<file path="config.mk">
export PLATFORM = sky130hd
export DESIGN_NAME = restore_seq
export DESIGN_NICKNAME = d
export VERILOG_FILES = /design/src/rtl/rsq_pkg.sv /design/src/rtl/cir_bus_port.sv /design/src/rtl/frame_counter.sv /design/src/rtl/restore_seq.sv
export SDC_FILE = /design/constraint.sdc
export NUM_CORES = 1
export LEC_CHECK = 0
export ABC_CLOCK_PERIOD_IN_PS = 3400
export BUFFER_PORTS_ARGS = -buffer_cell sky130_fd_sc_hd__buf_2
export CAP_MARGIN = 20
export CORE_AREA = 2 2 112 114
export CTS_BUF_LIST = sky130_fd_sc_hd__clkbuf_8
export CTS_CLUSTER_DIAMETER = 80
export DETAILED_ROUTE_END_ITERATION = 10
export DIE_AREA = 0 0 114 116
export PLACE_DENSITY = 0.72
export SYNTH_ARGS = -nofsm -noshare
export SYNTH_HDL_FRONTEND = slang
export SYNTH_HIERARCHICAL = 1
export SYNTH_SLANG_ARGS = --single-unit
</file>
<file path="constraint.sdc">
create_clock -name clk -period 3.4 [get_ports clk]
set_clock_uncertainty 0.1 [all_clocks]
set_input_delay 0.68 -clock clk [delete_from_list [all_inputs] [get_ports clk]]
set_output_delay 0.68 -clock clk [all_outputs]
set_load 0.1 [all_outputs]
</file>
<file path="src/rtl/rsq_pkg.sv">
package rsq_pkg;
  localparam int unsigned DEF_ADDR_W = 8;
  localparam int unsigned DEF_DATA_W = 32;
  localparam int unsigned DEF_CIR_W  = 16;
  localparam int unsigned DEF_CNT_W  = 8;

  localparam logic [7:0]  DEF_OFF_CTRL    = 8'h02;
  localparam logic [7:0]  DEF_OFF_RESTORE = 8'h06;
  localparam logic [7:0]  DEF_OFF_OPER    = 8'h10;
  localparam logic [15:0] DEF_ABORT_MASK  = 16'h0001;
  localparam logic [15:0] DEF_BAD_FMT     = 16'h0200;

  typedef enum logic [2:0] {
    ST_IDLE   = 3'd0,
    ST_WR_FMT = 3'd1,
    ST_RD_FMT = 3'd2,
    ST_FETCH  = 3'd3,
    ST_WR_OP  = 3'd4,
    ST_ABORT  = 3'd5
  } seq_state_t;
endpackage

</file>
<file path="src/rtl/cir_bus_port.sv">
module cir_bus_port #(
  parameter int unsigned ADDR_W = 8,
  parameter int unsigned DATA_W = 32,
  parameter int unsigned CIR_W  = 16
) (
  input  logic              clk,
  input  logic              rst,
  input  logic              cmd_go,
  input  logic              cmd_we,
  input  logic [ADDR_W-1:0] cmd_addr,
  input  logic [DATA_W-1:0] cmd_wdata,
  output logic              cmd_ack,
  output logic [CIR_W-1:0]  cmd_rdata,
  output logic              bus_req,
  output logic              bus_we,
  output logic [ADDR_W-1:0] bus_addr,
  output logic [DATA_W-1:0] bus_wdata,
  input  logic [CIR_W-1:0]  bus_rdata,
  input  logic              bus_ready
);
  always_ff @(posedge clk) begin
    if (rst) begin
      bus_req   <= 1'b0;
      bus_we    <= 1'b0;
      bus_addr  <= '0;
      bus_wdata <= '0;
      cmd_ack   <= 1'b0;
      cmd_rdata <= '0;
    end else begin
      cmd_ack <= 1'b0;
      if (bus_req) begin
        if (bus_ready) begin
          bus_req   <= 1'b0;
          cmd_ack   <= 1'b1;
          cmd_rdata <= bus_rdata;
        end
      end else if (cmd_go) begin
        bus_req   <= 1'b1;
        bus_we    <= cmd_we;
        bus_addr  <= cmd_addr;
        bus_wdata <= cmd_wdata;
      end
    end
  end

  // request fields stay put until the handshake
  p_hold_r5: assert property (@(posedge clk) disable iff (rst)
    bus_req && !bus_ready |=> bus_req && $stable(bus_addr) && $stable(bus_we) && $stable(bus_wdata));

  // request released right after ready
  p_release_r5: assert property (@(posedge clk) disable iff (rst)
    bus_req && bus_ready |=> !bus_req);

  // the sequencer never launches over an outstanding access
  p_single_r5: assert property (@(posedge clk) disable iff (rst)
    cmd_go |-> !bus_req);
endmodule

</file>
<file path="src/rtl/frame_counter.sv">
module frame_counter #(
  parameter int unsigned CNT_W = 6
) (
  input  logic             clk,
  input  logic             rst,
  input  logic             load,
  input  logic [CNT_W-1:0] load_val,
  input  logic             dec,
  output logic             last
);
  logic [CNT_W-1:0] remain;

  always_ff @(posedge clk) begin
    if (rst) begin
      remain <= '0;
    end else if (load) begin
      remain <= load_val;
    end else if (dec) begin
      remain <= remain - 1'b1;
    end
  end

  assign last = (remain == CNT_W'(1));

  // never count below zero
  p_no_underflow_r3: assert property (@(posedge clk) disable iff (rst)
    dec |-> remain != '0);
endmodule

</file>
<file path="src/rtl/restore_seq.sv">
module restore_seq
  import rsq_pkg::*;
#(
  parameter int unsigned ADDR_W      = DEF_ADDR_W,
  parameter int unsigned DATA_W      = DEF_DATA_W,
  parameter int unsigned CIR_W       = DEF_CIR_W,
  parameter int unsigned CNT_W       = DEF_CNT_W,
  parameter logic [ADDR_W-1:0] OFF_CTRL    = ADDR_W'(DEF_OFF_CTRL),
  parameter logic [ADDR_W-1:0] OFF_RESTORE = ADDR_W'(DEF_OFF_RESTORE),
  parameter logic [ADDR_W-1:0] OFF_OPER    = ADDR_W'(DEF_OFF_OPER),
  parameter logic [CIR_W-1:0]  ABORT_MASK  = CIR_W'(DEF_ABORT_MASK),
  parameter logic [CIR_W-1:0]  BAD_FMT     = CIR_W'(DEF_BAD_FMT)
) (
  input  logic              clk,
  input  logic              rst,
  input  logic              start,
  input  logic              supervisor,
  input  logic [CIR_W-1:0]  fmt_word,
  input  logic              op_valid,
  input  logic [DATA_W-1:0] op_data,
  output logic              op_ready,
  output logic              bus_req,
  output logic              bus_we,
  output logic [ADDR_W-1:0] bus_addr,
  output logic [DATA_W-1:0] bus_wdata,
  input  logic [CIR_W-1:0]  bus_rdata,
  input  logic              bus_ready,
  output logic              busy,
  output logic              done,
  output logic              priv_violation,
  output logic              format_error
);
  localparam int unsigned WC_W = CNT_W - 2;
  localparam int unsigned PAD_W = DATA_W - CIR_W;

  seq_state_t        state;
  logic              go;
  logic              cmd_we;
  logic [ADDR_W-1:0] cmd_addr;
  logic [DATA_W-1:0] cmd_wdata;
  logic              ack;
  logic [CIR_W-1:0]  ack_rdata;
  logic              cnt_load;
  logic              cnt_dec;
  logic              cnt_last;
  logic [WC_W-1:0]   word_cnt;
  logic              hdr_bad;
  logic              hdr_empty;

  cir_bus_port #(.ADDR_W(ADDR_W), .DATA_W(DATA_W), .CIR_W(CIR_W)) u_port (
    .clk       (clk),
    .rst       (rst),
    .cmd_go    (go),
    .cmd_we    (cmd_we),
    .cmd_addr  (cmd_addr),
    .cmd_wdata (cmd_wdata),
    .cmd_ack   (ack),
    .cmd_rdata (ack_rdata),
    .bus_req   (bus_req),
    .bus_we    (bus_we),
    .bus_addr  (bus_addr),
    .bus_wdata (bus_wdata),
    .bus_rdata (bus_rdata),
    .bus_ready (bus_ready)
  );

  assign word_cnt  = ack_rdata[CNT_W-1:2];
  assign hdr_bad   = (ack_rdata == BAD_FMT);
  assign hdr_empty = (word_cnt == '0);
  assign cnt_load  = (state == ST_RD_FMT) && ack;
  assign cnt_dec   = (state == ST_WR_OP) && ack;

  frame_counter #(.CNT_W(WC_W)) u_count (
    .clk      (clk),
    .rst      (rst),
    .load     (cnt_load),
    .load_val (word_cnt),
    .dec      (cnt_dec),
    .last     (cnt_last)
  );

  assign op_ready = (state == ST_FETCH);
  assign busy     = (state != ST_IDLE);

  always_ff @(posedge clk) begin
    if (rst) begin
      state          <= ST_IDLE;
      go             <= 1'b0;
      cmd_we         <= 1'b0;
      cmd_addr       <= '0;
      cmd_wdata      <= '0;
      done           <= 1'b0;
      priv_violation <= 1'b0;
      format_error   <= 1'b0;
    end else begin
      go             <= 1'b0;
      done           <= 1'b0;
      priv_violation <= 1'b0;
      format_error   <= 1'b0;
      unique case (state)
        ST_IDLE: begin
          if (start) begin
            if (!supervisor) begin
              priv_violation <= 1'b1;
            end else begin
              state     <= ST_WR_FMT;
              go        <= 1'b1;
              cmd_we    <= 1'b1;
              cmd_addr  <= OFF_RESTORE;
              cmd_wdata <= {{PAD_W{1'b0}}, fmt_word};
            end
          end
        end
        ST_WR_FMT: begin
          if (ack) begin
            state    <= ST_RD_FMT;
            go       <= 1'b1;
            cmd_we   <= 1'b0;
            cmd_addr <= OFF_RESTORE;
          end
        end
        ST_RD_FMT: begin
          if (ack) begin
            if (hdr_bad) begin
              state     <= ST_ABORT;
              go        <= 1'b1;
              cmd_we    <= 1'b1;
              cmd_addr  <= OFF_CTRL;
              cmd_wdata <= {{PAD_W{1'b0}}, ABORT_MASK};
            end else if (hdr_empty) begin
              state <= ST_IDLE;
              done  <= 1'b1;
            end else begin
              state <= ST_FETCH;
            end
          end
        end
        ST_FETCH: begin
          if (op_valid) begin
            state     <= ST_WR_OP;
            go        <= 1'b1;
            cmd_we    <= 1'b1;
            cmd_addr  <= OFF_OPER;
            cmd_wdata <= op_data;
          end
        end
        ST_WR_OP: begin
          if (ack) begin
            if (cnt_last) begin
              state <= ST_IDLE;
              done  <= 1'b1;
            end else begin
              state <= ST_FETCH;
            end
          end
        end
        ST_ABORT: begin
          if (ack) begin
            state        <= ST_IDLE;
            format_error <= 1'b1;
          end
        end
        default: state <= ST_IDLE;
      endcase
    end
  end

  // user-level start is refused without touching the bus
  p_priv_r1: assert property (@(posedge clk) disable iff (rst)
    start && !supervisor && !busy |=> priv_violation && !bus_req);

  // a format error always follows a completed abort write to control
  p_abort_first_r4: assert property (@(posedge clk) disable iff (rst)
    format_error |-> $past(bus_req && bus_ready && bus_we && bus_addr == OFF_CTRL, 2));

  // never two outcomes together
  p_one_outcome_r7: assert property (@(posedge clk) disable iff (rst)
    $onehot0({done, priv_violation, format_error}));

  // outcomes are single-cycle
  p_pulse_r7: assert property (@(posedge clk) disable iff (rst)
    (done || priv_violation || format_error) |=> !(done || priv_violation || format_error));

  // a start during a run raises no privilege pulse
  p_ignore_busy_r8: assert property (@(posedge clk) disable iff (rst)
    busy && start |=> !priv_violation);
endmodule

</file>
* Word-level counts from Yosys, hierarchy flattened
Cells that the tools add are included.
Cells by class: $add $sub $neg 1, equal/unequal tests 15, mux-type cells 51, bitwise operators 4, reduce and logical (&&, ||, !) cells 16
Operator list (count):
- $mux W32 | 5
- $pmux W32 S3 | 1
- $mux W8 | 6
- $pmux W8 S4 | 1
- $mux W3 | 8
- $mux W1 | 22
- $pmux W3 S6 | 1
- $eq A16 B10 Y1 const B | 1
- $reduce_and A7 Y1 | 2
- $mux W6 | 2
- $ne A2 B1 Y1 const B | 4
- $ne A2 B2 Y1 const B | 4
- $pmux W1 S4 | 2
- $eq A3 B2 Y1 const B | 2
- $eq A3 B3 Y1 const B | 2
- $eq A6 B1 Y1 const B | 1
- $logic_not A6 Y1 | 1
- $reduce_and A6 Y1 | 1
- $reduce_bool A3 Y1 | 2
- $sub A6 B1 Y6 const B | 1
- $mux W2 | 2
- $not A1 Y1 | 4
- $reduce_and A2 Y1 | 2
- $reduce_bool A4 Y1 | 1
- 7 further kinds | 9
Word-level totals: flip-flop bits (word level) 113, bits of input ports 70, output and inout bits 47, word-level logic and storage cells 102

* Logic depth before layout (Yosys ltp)
Gate-level depths: netlist (run 1).
depth in word-level cells 5, depth in mapped cells 7, mapped depth without buffers 6

* Modules after synthesis
Netlist (run 1), hierarchy kept.
Modules (own cells, without submodules):
- cir_bus_port | instances 1, cells an instance 266, area each 2682.6 um^2, seq. area each 1181.1 um^2
- restore_seq | instances 1, cells an instance 247, area each 2253.4 um^2, seq. area each 860.8 um^2
- frame_counter | instances 1, cells an instance 39, area each 345.3 um^2, seq. area each 120.1 um^2

* Worst setup path before layout (run 1)
Ideal clock, no wire load.
kind register -> output, from reg state[1], to out op_ready, arrival time 1.770 ns, data required time 2.620 ns, path slack 0.850 ns, cell stages (with the launch flop) 4, buffers on the path 1, cell sequence dfxtp_1 -> nor2b_1 -> clkbuf_1 -> and2_1
On the way: word-level cells in the longest chain between the ends 1
RTL lines:
- start, declared | line restore_seq.sv:36 | seq_state_t state;
- start signal, assigned | line restore_seq.sv:87 | state <= ST_IDLE;
- start signal, assigned | line restore_seq.sv:106 | state <= ST_WR_FMT;
- start signal, assigned | line restore_seq.sv:116 | state <= ST_RD_FMT;
- $eq A3 B2 Y1 | line restore_seq.sv:82 | assign op_ready = (state == ST_FETCH);
- end, declared | line restore_seq.sv:21 | output logic op_ready,
No other way between the ends.

* Worst setup path after layout (run 1)
Ends and elaborated chain as after synthesis.

==> results of run 1 <==
[cells in the final DEF, fill, tap and decap left out, types with 8 or more instances in the layout]
master / netlist / routed
inv_1: 23 / 24
nand3_1: 17 / 17
a21oi_1: 8 / 8
clkbuf_8: 0 / 9
a21oi_2: 13 / 13
nand2_1: 30 / 30
buf_2: 9 / 115
nor2_1: 8 / 8
buf_4: 3 / 8
mux2i_1: 18 / 18
o21ai_1: 41 / 41
nand2b_1: 62 / 62
and3_1: 17 / 17
nand4bb_1: 41 / 41
a211oi_1: 19 / 19
dfxtp_1: 108 / 107
a221oi_2: 13 / 13
a21bo_1: 13 / 13
[worst register-to-register path: cells and delay by family, from the launching register on]
| family | cells | cell delay, ps |
|---|---|---|
| and+or+nand+nor | 3 | 1760 |
| DFF | 1 | 330 |
| AOI/OAI and AO/OA | 1 | 170 |
[synth_stat cells, drive strengths merged, types with 4 or more instances]
library cell / instances
or4: 6
nor2: 8
o21ai: 42
dfxtp: 108
clkbuf: 34
nor2b: 7
nor3: 5
a221oi: 17
buf: 19
and2: 4
nand4bb: 41
mux2i: 18
o31ai: 4
inv: 23
nand2: 31
a21oi: 21
nand2b: 62
a211oi: 19
a21bo: 16
nand3: 17
and3: 17
[flip-flops by register name (all words and copies together), names as in the netlist]
signal,flops
cmd_addr,3
cmd_wdata,32
cmd_we,1
done,1
format_error,1
go,1
priv_violation,1
state,3
u_count/remain,6
u_port/bus_addr,8
u_port/bus_req,1
u_port/bus_wdata,32
u_port/bus_we,1
u_port/cmd_ack,1
u_port/cmd_rdata,16
[final timing paths]
| kind | slack, ps | end | cells past startpoint | from |
|---|---|---|---|---|
| setup / recovery | 760 | op_ready | 3 | state[1] |
| hold / removal | 360 | cmd_addr[2] | 2 | cmd_addr[2] |
| setup reg to reg | 890 | cmd_wdata[2] | 4 | u_port/cmd_rdata[11] |
| hold reg to reg | 360 | cmd_addr[2] | 2 | cmd_addr[2] |
[area by class of cell]
class	count	area [um^2]
well taps	147	184
clock inverters	7	60.1
clock buffers	9	124
multi-input cells	372	2770
fillers	1098	5890
inverters	23	86.3
flip-flops and latches	108	2160
repair buffers	123	636
[power by group]
group | internal [uW] | switching [uW]
combinational | 184 | 327
sequential | 1330 | 39.0
clock | 280 | 460
[cells by family (layout without fill, tap and decap cells)]
group	Yosys count	count (layout)	share of synthesized area
AO/OA/AOI/OAI	135	135	0.203
multiplexers	19	19	0.0362
adder cells (fa/ha/maj)	2	2	0.00474
other	1	5	0.000710
XOR/XNOR	3	3	0.00498
flip-flops	108	108	0.409
buffers and inverters	76	162	0.0699
AND/OR/NAND/NOR	208	208	0.271
[layer usage]
layer  routed length (um)  vias up
met5                    0        -
met4                   74        0
met3                  727        8
met2                 5540      149
met1                 5910     2008
li1                     -     2147
[metrics by stage]
stage | utilization | std cells | hold slack, ps | total power, uW
floorplan | - | 556 | 328 | 1800
global placement | 0.490 | 773 | 348 | 1890
detailed placement | 0.490 | 773 | 350 | 1900
CTS | 0.505 | 789 | 365 | 2640
global route | 0.505 | 789 | 383 | 2720
finish | 0.505 | 789 | 363 | 2620
==> metrics, run 1 <==
Max-slew headroom 0.447; sequential area share after synthesis 0.409; peak per-stage delay on the critical path 650 ps; syn_area_per_cell 9.57 um^2; Global Route Usage Sum 0.183; status complete, no violations; Die X 114 um; Clock Pin Slew Worst Setup and Hold Paths 100 ps; Vias/cell 5.47; Max Slew Vio Count 0; final worst slack 764 ps; Final setup violation count 0; Worst-Margin Slew 827 ps; Synth area leaders dfxtp_1 (41%), nand4bb_1 (8.7%), nand2b_1 (7.3%), o21ai_1 (3.9%), a221oi_2 (3.7%); GR Layer Usage met3 0.0324; Min Clock Period, post-route 2640 ps; crit path capture type output port; number of synthesized register bits 108; Clock Latency Late Sink 370 ps; Worst Path Buf+Inv 1; Worst Hold Class reg -> reg; CTS tree done; # diodes 0; Cell Rows 40; Post-CTS Resized 0; Remaining DRCs 0; post-synth top area cell dfxtp_1; final wirelength 12.3 mm; final period utilization 0.775; initial antenna violation count 0; Crit Path Max Fanout 16; remaining antenna violation count 0; Max-cap violations 0; area delta synth->final 14.0%; Synth Cell Area 5280 um^2; Worst path top cell family by delay flip-flops; CTS Root Cell clkbuf_8; H-tree depth 3; Post-DP Area 5840 um^2; TNS Setup 0 ps; clock buffer depth 2; Pleak 0.00240 uW; 1st-iter DRT viols 322; Cell Chain, Critical Path nor2b_2, and2_1, buf_2; die height 116 um; DIE AREA 13200 um^2; via count 4312; Mapped Cells 552; nets@finish 709; share of layout cells above drive strength 1 0.276; Peak supply drop 0.230 mV; CTS Buf Count 9; setup bufs post-CTS 0; Final Hold Vio Count 0; hold_buf cts 0; HPWL Detailed 8.03 mm; Critical Path RT 2620 ps; critical path's slowest cell dfxtp_1; GRT Residual Overflow 0; largest net degree at the start of global routing 81; Top FF cell, synth dfxtp_1; top-area cell type share of the netlist area 0.409; effective utilization at floorplan 0.443; RSZ-0062 raised after global routing false; Routed WL per cell 15.5 um; I/O Pins 117; GR met1 Demand/Resource 0.259; PortBufs 116; clock sink count 108; Distinct cells, synth 62; global-route wire length before repair 19.6 mm; CP arrival 1860 ps; Startpoint Class register; power density cells 434 nW/um^2; First-pass DRT Iterations 5; worst slack at placement 875 ps; asr flop ratio synth 0; FMAX 379 MHz; type of the worst setup path reg -> out; Core Box Area 11900 um^2; Post-synth EDFFs 0; vias in the first global route 3997; met2 Track Usage GR 0.290; synth warn 6; layer with the highest usage met2; Placer Congestion 0.866; Finished Cell Area 6020 um^2
(Power assumes the default switching activity.)
==> run 2, diff against run 1 <==
ABC_CLOCK_PERIOD_IN_PS = 2200   (was 3400)
PLACE_DENSITY = 0.75   (was 0.72)
clock period = 2.2 ns   (was 3.4 ns; I/O delays follow)
==> run 2 against run 1 <==
Against the previous run: the flow now finishes with violations (negative setup slack); highest routed layer unchanged; count of clock-buffer cells in the layout unchanged; global-route usage up 0.28 points; sequential share of layout area is 1.4 points lower; non-clock buffer count rose by 20; critical endpoint is now cmd_wdata[29]; register-to-register slack got worse by 940 ps; first-iteration DRC count decreased by 21%; via count grew 1.0%; clock power is 53% higher; cell area up 4.2%; sequential power up 54%.
==> metrics, run 2 (synthesis results as in run 1) <==
status finished, violations left; failing checks negative setup slack; Max Slew Vio Count 0 (unchanged); biggest regs cmd_wdata x32, u_port/bus_wdata x32, u_port/cmd_rdata x16; effective utilization at floorplan 0.443 (unchanged); CTS tree done; Routed WL per cell 15.2 um (-2.1%); crit path capture type register; reg2reg end cmd_wdata[29]; TNS Setup -539 ps (-539 ps); Cell Rows 40 (unchanged); Clock Latency Late Sink 360 ps (about the same); hold slack final 203 ps (-160 ps); R2R depth 5 (+1); Max-slew headroom 0.605 (+0.158); type of the worst setup path reg -> reg; Worst setup startpoint u_port/cmd_rdata[3]; FMAX 444 MHz; # diodes 0 (unchanged); RR Startpoint u_port/cmd_rdata[3]; share of layout cells above drive strength 1 0.306 (+0.0305); Vias/cell 5.38 (-1.6%); Switching Share 0.313 (-0.00332); PortBufs 116 (unchanged); Core Box Area 11900 um^2 (unchanged); CTS Root Cell clkbuf_8; initial antenna violation count 0 (unchanged); Sequential Power Share 0.511 (-0.011); Worst-Margin Slew 592 ps (-235 ps); 1st-iter DRT viols 253 (-21%); DIE AREA 13200 um^2 (unchanged); I/O Pins 117 (unchanged); final period utilization 1.02; Startpoint Class register; Crit Path Max Fanout 15 (-1); leading cell type in the layout, fill and taps excluded buf_2; die height 116 um (unchanged); Placer Congestion 0.802 (-7.3%); Peak supply drop 0.378 mV (+64%); remaining antenna violation count 0 (unchanged); CP arrival 2410 ps (+550 ps); power density cells 657 nW/um^2 (+51%); Global Route Usage Sum 0.186 (+0.00283); Pleak 0.00254 uW (+5.7%); clock sink count 108 (unchanged); reg2reg setup slack -50 ps (-940 ps); Remaining DRCs 0 (unchanged); First-pass DRT Iterations 4 (-1); global-route wire length before repair 20.0 mm (+2.0%); P_int 2830 uW (+58%); Min Clock Period, post-route 2250 ps; Critical Path Sink cmd_wdata[29]; via count 4355 (+1.0%); setup bufs post-CTS 0 (unchanged); nets@finish 731 (+3.1%); Critical Path RT 2350 ps (-270 ps); final worst slack -54.2 ps (-818 ps); Clk pwr share 0.275 (-0.008); Clock Pin Slew Worst Setup and Hold Paths 110 ps (about the same); Net Switching 1290 uW (+56%); Die X 114 um (unchanged); commonest cells after routing, fill and taps aside buf_2 (113), dfxtp_1 (106), nand2b_1 (62); RSZ-0062 raised after global routing true; dpl cells 793 (+2.6%); Fill cells 1089 (-0.82%); Comb power frac 0.214 (+0.019); CTS Buf Count 9 (unchanged); GRT Residual Overflow 0 (unchanged); area delta synth->final 18.7%; Final Hold Vio Count 0 (unchanged); vias in the first global route 4178 (+4.5%); H-tree depth 3 (unchanged); final wirelength 12.3 mm (+0.46%); Final setup violation count 18 (+18); worst slack at placement -136 ps (-1010 ps); clock buffer depth 2 (unchanged); HPWL Detailed 8.52 mm (+6.1%); Worst Hold Class in -> reg; final non-filler cell total 810 (+2.7%); Max-cap violations 0 (unchanged); largest net degree at the start of global routing 49 (-40%)
[run 2: cell count changes in the layout (fill, tap and decap cells not counted), sizes merged]
cell / change
buf: +20
a21o: +2
clkinvlp: -1
[run 2: worst min-delay path by stage]
stage	from	to	slack (ps)	cells after the start
5_1_grt	op_data[30]	cmd_wdata[30]	200	3
2_1_floorplan	cmd_addr[2]	cmd_addr[2]	330	2
3_5_place_dp	cmd_addr[2]	cmd_addr[2]	350	2
6_report	op_data[27]	cmd_wdata[27]	200	3
3_3_place_gp	cmd_wdata[6]	cmd_wdata[6]	350	2
4_1_cts	op_data[27]	cmd_wdata[27]	200	3
[run 2: timing repair]
item                       4_1_cts  5_1_grt
hold buffers                     0        0
pin swaps                        5        5
gates resized for setup          1        4
gates cloned                     2        0
setup endpoints to repair       30       32
[run 2: final cells by class]
class / count / area (um^2) / area share
Timing Repair Buffer: 143 / 853 / 0.136
Clock buffer: 9 / 124 / 0.0198
Inverter: 23 / 86.3 / 0.0138
Multi-Input combinational cell: 374 / 2800 / 0.447
Sequential cell: 108 / 2160 / 0.345
Clock inverter: 6 / 55.1 / 0.00878
Tap cell: 147 / 184 / 0.0293
[run 2: routing by layer]
layer  global-route usage  part of all wire  vias up
li1                     -                 -     2187
met1                0.232              0.47     2061
met2                0.333              0.48       94
met3               0.0403             0.040       13
met4               0.0382            0.0084        0
met5                    0                 0        -
[run 2: stage by stage]
stage,utilization,cell area [um^2],power [uW]
5_1_grt,0.526,6270,4300
2_1_floorplan,-,5300,2790
4_1_cts,0.525,6260,4150
3_5_place_dp,0.508,6050,3000
6_report,0.526,6270,4120
3_3_place_gp,0.508,6050,2980
[run 2: critical path: stages, from the launching register on]
cell and delay, ps:
dfxtp_1 320, or4_4 530, or4_4 600, a21o_4 290, buf_12 170, mux2i_1 130
[run 2: power groups by stage]
stage	Clock, uW	Sequential, uW	Combinational (uW)
after CTS	1170	2100	876
after detailed placement	0	2150	850
after global placement	0	2140	832
final	1130	2100	880
after global routing	1240	2110	942
after floorplan	0	2250	538
